### src/rtl/esc_pkg.sv
package esc_pkg;
  localparam int NSEC   = 7;
  localparam int HI_W   = 5;
  localparam int LO_W   = 11;
  localparam int IDX_W  = $clog2(NSEC);

  localparam logic [LO_W-1:0] ADDR_ONE = 11'h555;
  localparam logic [LO_W-1:0] ADDR_TWO = 11'h2AA;
  localparam logic [7:0] D_UNLK1 = 8'hAA;
  localparam logic [7:0] D_UNLK2 = 8'h55;
  localparam logic [7:0] D_SETUP = 8'h80;
  localparam logic [7:0] D_SECT  = 8'h30;

  typedef enum logic [2:0] {
    ST_IDLE, ST_U1, ST_U2, ST_SETUP, ST_U4, ST_U5, ST_COLLECT, ST_ERASE
  } esc_state_t;

  // small sectors at the top of the address space
  function automatic logic [IDX_W-1:0] idx_top(input logic [HI_W-1:0] h);
    if (h[4:3] != 2'b11) return {1'b0, h[4:3]};
    else if (!h[2])      return 3'd3;
    else if (h[1])       return 3'd6;
    else                 return h[0] ? 3'd5 : 3'd4;
  endfunction

  // small sectors at the bottom of the address space
  function automatic logic [IDX_W-1:0] idx_bot(input logic [HI_W-1:0] h);
    if (h[4:3] != 2'b00) return 3'd3 + {1'b0, h[4:3]};
    else if (h[2])       return 3'd3;
    else if (!h[1])      return 3'd0;
    else                 return h[0] ? 3'd2 : 3'd1;
  endfunction
endpackage

### src/rtl/esc_sector_map.sv
module esc_sector_map
  import esc_pkg::*;
(
  input  logic            boot_top,
  input  logic [HI_W-1:0] hi_addr,
  output logic [NSEC-1:0] sec_bit
);
  logic [IDX_W-1:0] idx;

  always_comb idx = boot_top ? idx_top(hi_addr) : idx_bot(hi_addr);

  for (genvar g = 0; g < NSEC; g++) begin : g_onehot
    assign sec_bit[g] = (idx == IDX_W'(g));
  end
endmodule

### src/rtl/esc_window_timer.sv
module esc_window_timer #(
  parameter int CYCLES = 5000
) (
  input  logic clk,
  input  logic rst,
  input  logic load,
  input  logic run,
  output logic expire
);
  localparam int CW = (CYCLES > 1) ? $clog2(CYCLES) : 1;
  localparam logic [CW-1:0] TOP = CW'(CYCLES - 1);

  logic [CW-1:0] cnt;

  always_ff @(posedge clk) begin
    if (rst)                  cnt <= '0;
    else if (load)            cnt <= TOP;
    else if (run && cnt != 0) cnt <= cnt - 1'b1;
  end

  assign expire = run && (cnt == '0);
endmodule

### src/rtl/erase_sector_collector.sv
module erase_sector_collector
  import esc_pkg::*;
#(
  parameter int WINDOW_CYC = 5000,
  parameter int AW         = 18
) (
  input  logic          clk,
  input  logic          rst,
  input  logic          boot_top,
  input  logic [6:0]    prot_mask,
  input  logic          wr_en,
  input  logic [AW-1:0] wr_addr,
  input  logic [7:0]    wr_data,
  input  logic          erase_done,
  output logic          busy,
  output logic          erase_start,
  output logic [6:0]    erase_mask,
  output logic          erase_none
);
  esc_state_t      state;
  logic [NSEC-1:0] col_mask;
  logic [NSEC-1:0] sec_bit;
  logic [NSEC-1:0] final_mask;
  logic [LO_W-1:0] lo;
  logic            w_u1, w_u2, w_setup, w_cmd;
  logic            t_load, t_run, t_exp;

  assign lo      = wr_addr[LO_W-1:0];
  assign w_u1    = (lo == ADDR_ONE) && (wr_data == D_UNLK1);
  assign w_u2    = (lo == ADDR_TWO) && (wr_data == D_UNLK2);
  assign w_setup = (lo == ADDR_ONE) && (wr_data == D_SETUP);
  assign w_cmd   = (wr_data == D_SECT);

  esc_sector_map u_map (
    .boot_top (boot_top),
    .hi_addr  (wr_addr[AW-1:AW-HI_W]),
    .sec_bit  (sec_bit)
  );

  assign t_load = wr_en && w_cmd && (state == ST_U5 || state == ST_COLLECT);
  assign t_run  = (state == ST_COLLECT) && !wr_en;

  esc_window_timer #(.CYCLES(WINDOW_CYC)) u_timer (
    .clk    (clk),
    .rst    (rst),
    .load   (t_load),
    .run    (t_run),
    .expire (t_exp)
  );

  assign final_mask = col_mask & ~prot_mask;
  assign busy       = (state == ST_COLLECT);

  always_ff @(posedge clk) begin
    if (rst) begin
      state       <= ST_IDLE;
      col_mask    <= '0;
      erase_start <= 1'b0;
      erase_none  <= 1'b0;
      erase_mask  <= '0;
    end else begin
      erase_start <= 1'b0;
      erase_none  <= 1'b0;
      unique case (state)
        ST_IDLE:  if (wr_en) state <= w_u1    ? ST_U1    : ST_IDLE;
        ST_U1:    if (wr_en) state <= w_u2    ? ST_U2    : ST_IDLE;
        ST_U2:    if (wr_en) state <= w_setup ? ST_SETUP : ST_IDLE;
        ST_SETUP: if (wr_en) state <= w_u1    ? ST_U4    : ST_IDLE;
        ST_U4:    if (wr_en) state <= w_u2    ? ST_U5    : ST_IDLE;
        ST_U5: begin
          if (wr_en) begin
            if (w_cmd) begin
              state    <= ST_COLLECT;
              col_mask <= sec_bit;
            end else begin
              state <= ST_IDLE;
            end
          end
        end
        ST_COLLECT: begin
          if (wr_en) begin
            if (w_cmd) col_mask <= col_mask | sec_bit;
            else begin
              state    <= ST_IDLE;
              col_mask <= '0;
            end
          end else if (t_exp) begin
            col_mask <= '0;
            if (|final_mask) begin
              erase_start <= 1'b1;
              erase_mask  <= final_mask;
              state       <= ST_ERASE;
            end else begin
              erase_none <= 1'b1;
              state      <= ST_IDLE;
            end
          end
        end
        ST_ERASE: if (erase_done) state <= ST_IDLE;
        default:  state <= ST_IDLE;
      endcase
    end
  end
endmodule

### config.mk
export PLATFORM = sky130hd
export DESIGN_NAME = erase_sector_collector
export DESIGN_NICKNAME = d
export VERILOG_FILES = /design/src/rtl/esc_pkg.sv /design/src/rtl/esc_sector_map.sv /design/src/rtl/esc_window_timer.sv /design/src/rtl/erase_sector_collector.sv
export SDC_FILE = /design/constraint.sdc
export NUM_CORES = 1
export LEC_CHECK = 0
export ABC_AREA = 1
export BUFFER_PORTS_ARGS = -buffer_cell sky130_fd_sc_hd__buf_4
export CELL_PAD_IN_SITES_DETAIL_PLACEMENT = 0
export CELL_PAD_IN_SITES_GLOBAL_PLACEMENT = 2
export CORE_MARGIN = 4
export CORE_UTILIZATION = 27
export DETAILED_ROUTE_END_ITERATION = 10
export PLACE_DENSITY = 0.83
export SLEW_MARGIN = 20
export SYNTH_ARGS = -nofsm -noshare
export SYNTH_HDL_FRONTEND = slang
export SYNTH_SLANG_ARGS = --single-unit
### constraint.sdc
create_clock -name clk -period 2.1 [get_ports clk]
set_input_delay 0.21 -clock clk [delete_from_list [all_inputs] [get_ports clk]]
set_output_delay 0.21 -clock clk [all_outputs]
set_load 0.01 [all_outputs]
# == Yosys cells after proc, flatten, opt, wreduce, memory -nomap -nowiden ==
# Cells that the tools add are included.
# word_totals
word_cells,105
output_inout_bits,10
inputBits,38
ff_bits,32
# classes
mux,37
bitwise,6
add_sub_neg,2
reduce_logical,23
n_eq_ne,30
# ops
cell,n
3-bit 2-to-1 mux,21
7-bit 2-to-1 mux,5
13-bit 2-to-1 mux,2
3-bit one-hot mux with 8 select lines,1
"3-bit == test, second input constant",7
"2-bit != test, second input constant",9
"8-bit == test, second input constant",2
7-bit one-hot mux with 2 select lines,1
13-bit logical NOT,1
13-bit nonzero test,1
"13-bit by 1-bit subtractor with 13-bit output, second input constant",1
"3-bit by 2-bit == test with 1-bit output, second input constant",4
"11-bit by 10-bit == test with 1-bit output, second input constant",1
"11-bit == test, second input constant",1
9-bit AND reduction,1
"8-bit by 6-bit == test with 1-bit output, second input constant",1
"8-bit by 7-bit == test with 1-bit output, second input constant",1
1-bit logical AND,8
4-bit AND reduction,2
7-bit bitwise AND,1
7-bit inverter,1
7-bit OR,1
7-bit OR reduction,1
"3-bit by 1-bit == test with 1-bit output, second input constant",2
12 further kinds,22

# == Longest topological paths before layout ==
# depth
word_depth,10
mapped_depth,12
depth_no_buf,11

# == Cells and area by module ==
# A second synthesis with hierarchy kept.
# unflattened
hier_cells,423
area_unflattened_um2,2496.1
# by_module_without_submodules
module,cells_each,n_inst,seq_area_each_um2,area_each_um2
erase_sector_collector,233,1,380.4,1400.1
esc_window_timer,150,1,260.2,917.1
esc_sector_map,40,1,0.0,178.9

# == Least setup slack after synthesis ==
# No wires, ideal clock.
# synth_path
path_kind,reg2reg
start,register u_timer.cnt[0]
end,register col_mask[5]
n_path_buf,0
path_stages_with_launch,10
setup_ps,132
t_required_ps,1968
path_slack_ps,569
synth_period_minus_slack_ps,1531
arrival_ps,1399
cell_sequence,dfxtp_1 > inv_1 > ha_1 > nand2_1 > nor2_1 > nand2_1 > nand2_4 > nand3_1 > o21ai_0 > a21oi_1
# synth_via
elab_chain_cells,4
# synth_rtl
element,line,rtl
from (decl),esc_window_timer.sv:13,logic [CW-1:0] cnt;
from (signal assigned),esc_window_timer.sv:18,else if (run && cnt != 0) cnt <= cnt - 1'b1;
13-bit logical NOT,esc_window_timer.sv:21,assign expire = run && (cnt == '0);
1-bit logical AND,esc_window_timer.sv:21,
3-bit by 2-bit != test with 1-bit output (no line),--,
4-bit AND reduction (no line),--,
to (signal assigned),erase_sector_collector.sv:74,col_mask <= sec_bit;
to (signal assigned),erase_sector_collector.sv:82,if (w_cmd) col_mask <= col_mask | sec_bit;
to (decl),erase_sector_collector.sv:21,logic [NSEC-1:0] col_mask;
# No other way between the ends.
# A chain may end at the register's enable or synchronous reset.

# == Worst setup path after layout ==
# layout_path
start,register u_timer.cnt[0]
end,register u_timer.cnt[6]
# layout_via
elab_chain_cells,2
elab_cells_between_ends,3
classes_between,add/sub (1); reduce/logical (2)
# layout_rtl
element
branches (longest 2 deep; another with 13-bit by 1-bit subtractor with 13-bit output)
# Several ways; the timed one is not identified.

==> results.yml <==
cts:
  cts_made_buffers: 5
  clock-root-buffer: "clkbuf_8"
  clock_sinks: 32
  htreeDepth: 2
  cts_tree: "yes"
  cts_buffer_depth: 2
  cts_setup_buffers: 0
  holdBufCountCts: 0
  post_cts_resized: 0
  clk_latency_ns: 0.28
  clk_pin_slew_worst_paths_ns: 0.07
global_routing:
  globalRouteMet2Util: 0.186
  busiest_layer: "met2"
  grt_pass1_wl_um: 9100
  use_met1: 0.175
  grt_max_degree: 19
  grt_usage: 0.122
  use_met3: 0.0235
  grt_pass1_vias: 2030
  antenna_found_initial: 0
  grt_overflow_total: 0
logic_synthesis:
  synth_enable_flop_cells: 0
  avgSynthCellArea_sq_um: 5.94
  synth.distinct_cells: 31
  ys_seq_elements: 32
  netlist_area_sq_um: 2100
  syn_nets: 392
  synthCells: 353
  ys_seq_area_frac: 0.306
  async_flop_share: 0
  synthFlopType: "dfxtp_1"
  ys.warnings.count: 0
routing:
  vias_per_cell: 4.38
  wl_per_cell_um: 10.5
  drtIter0Drc: 111
  drc: 0
  drtPass1Iterations: 5
  routed_wl_um: 5240
  vias: 2190
  ant_nets: 0
critical_path:
  critical-path-max-stage-delay_ns: 0.37
  timing.rr.start: "u_timer.cnt[0]"
  cp.arrival_ns: 2.00
  cpMaxStageDelayCell: "dfxtp_1"
  crit_family: "simple AND/OR/NAND/NOR gates"
  r2r_cells: 10
  cp.required_ns: 2.30
  critPathBufInv: 2
  cp_max_fo: 11
  r2r_setup_slack_ns: 0.30
  crit_top_cell: "nand2_1"
  r2r_end: "u_timer.cnt[6]"
  crit_type: "reg -> reg"
  start_kind: "flop"
  endpoint_kind: "flop"
  crit_chain: "inv_1 -> ha_1 -> nand2_1 -> nor2_1 -> nand2_1 -> nand2_4 -> inv_2 -> nand2_1 -> or2_0 -> a21oi_1"
flow_run:
  cap_viol_max_count: 0
pwr:
  power.switching_mw: 0.289
  switching_share: 0.244
  internal-power_mw: 0.895
  p_leak_nw: 1.31
  sequentialPowerShare: 0.512
  power_frac_clock: 0.374
  p_per_area_nw_per_um2: 453
  power.total_mw: 1.18
  ir_worst_vdd_mv: 0.232
  power_frac_comb: 0.113
final_layout:
  fillers: 800
  seq_area_sq_um: 641
  synthToLayoutAreaGrowth_pct: 24.6
  multi_input_area_sq_um: 1210
  fin_nets: 440
  antenna_cells: 0
  final_area_sq_um: 2610
  final_layout_size_suffix_gt1_frac: 0.170
place:
  postPlaceCellArea_sq_um: 2530
  dp_hpwl_um: 4200
  finalWeightedCongestion: 0.770
  numPortBuffers: 45
  dpl_worst_slack_ns: 0.346
min_path:
  min_from: "prot_mask[2]"
  min_to: "erase_mask[2]"
  hold_depth: 4
  min_path_type: "in -> reg"
timing:
  hold_viol_final: 0
  fin_skew_ns: 0.00806
  finalSetupViolations: 0
  min_period_over_period: 0.857
  tns_ns: 0
  fin_ws_ns: 0.300
  drv_slew: 0
  max_freq_mhz: 556
  rsz0062_at_grt: "false"
  worstMarginPinSlew_ns: 0.346
  maxSlewHeadroom: 0.768
  period_needed_ns: 1.80
floorplanning:
  fp.dieW_um: 96.1
  row_count: 31
  die_area_sq_um: 9240
  initial_core_util: 0.283
  io-pin-count: 48
  core_area_sq_um: 7410
  dieHeight_um: 96.1
run_status:
  status: "complete, no violations"
state kept, by name, summed over array words and instances (netlist names):
signal	count
u_timer.cnt	13
col_mask	7
erase_mask	7
state	3
erase_none	1
erase_start	1
power by group through the flow:
| stage | Combinational (mW) | Sequential [mW] | Clock, mW |
|---|---|---|---|
| finish | 0.134 | 0.607 | 0.443 |
| global placement | 0.135 | 0.620 | 0 |
| detailed placement | 0.135 | 0.620 | 0 |
| CTS | 0.136 | 0.606 | 0.466 |
| global route | 0.154 | 0.606 | 0.490 |
| floorplan | 0.0594 | 0.620 | 0 |
logic make-up after synthesis:
kind of cell	after synthesis	share of synthesized area
and+or+nand+nor	209	0.437
buffers and inverters	59	0.116
AOI/OAI and AO/OA	48	0.119
DFF	32	0.306
xor gates and xnor gates	4	0.0167
adders and majority gates	1	0.00597
per-stage QoR:
step	hold WS (ns)	utilization	instances
6_report	0.207	0.352	500
5_1_grt	0.231	0.352	500
4_1_cts	0.210	0.352	500
3_5_place_dp	0.472	0.341	493
3_3_place_gp	0.462	0.341	493
2_1_floorplan	0.389	-	353
worst register-to-register path, stage by stage (launching register included):
cell and delay, ns:
dfxtp_1 0.37, inv_1 0.12, ha_1 0.24, nand2_1 0.12, nor2_1 0.06, nand2_1 0.09
nand2_4 0.11, inv_2 0.20, nand2_1 0.10, or2_0 0.20, a21oi_1 0.13
synthesized netlist by cell type, drive strengths merged (2+ instances only):
cell	n	area share
nor2	62	0.12
nand3	29	0.078
o21ai	14	0.033
nand4	3	0.0090
nor3	9	0.024
xor2	4	0.017
nand2	102	0.19
clkinv	2	0.0060
clkbuf	2	0.0036
a21oi	31	0.074
inv	52	0.093
buf	3	0.013
dfxtp	32	0.31
routing by layer:
metal / wire [um] / vias up
met4: 21 / 0
met3: 331 / 2
met2: 2220 / 66
li1: - / 1203
met5: 0 / -
met1: 2660 / 919
cell type report:
type                    instances  area share
clock inverters                 2     0.00479
repair buffers                 46       0.132
clock buffers                   5      0.0264
inverters                      54      0.0795
flip-flops and latches         32       0.245
well taps                      99      0.0474
multi-input cells             262       0.464
cells in the final DEF (no fill, tap or decap), types with 2 or more instances in the layout:
cell type	synthesis	routed
dfxtp_1	32	32
nand2_1	97	97
nor2_2	2	2
nand2_2	3	3
clkbuf_8	0	5
inv_2	2	2
nand4_1	3	3
nor3_1	8	8
nand3_1	27	27
xor2_1	4	4
a21oi_1	31	31
buf_4	0	46
o21ai_0	14	14
nand2_4	2	2
inv_1	50	50
nor2_1	58	58
nor2_4	2	2
worst max path at each step:
stage                         from              to  slack (ns)  cells after the start
detailed placement  u_timer.cnt[0]  u_timer.cnt[6]        0.35                     10
CTS                 u_timer.cnt[0]  u_timer.cnt[6]        0.31                     10
floorplan           u_timer.cnt[0]     col_mask[5]        0.57                      9
finish              u_timer.cnt[0]  u_timer.cnt[6]        0.30                     10
global route        u_timer.cnt[0]  u_timer.cnt[6]        0.11                     10
global placement    u_timer.cnt[0]     col_mask[2]        0.37                     10
Note: power is estimated with default switching activity, not from simulation.
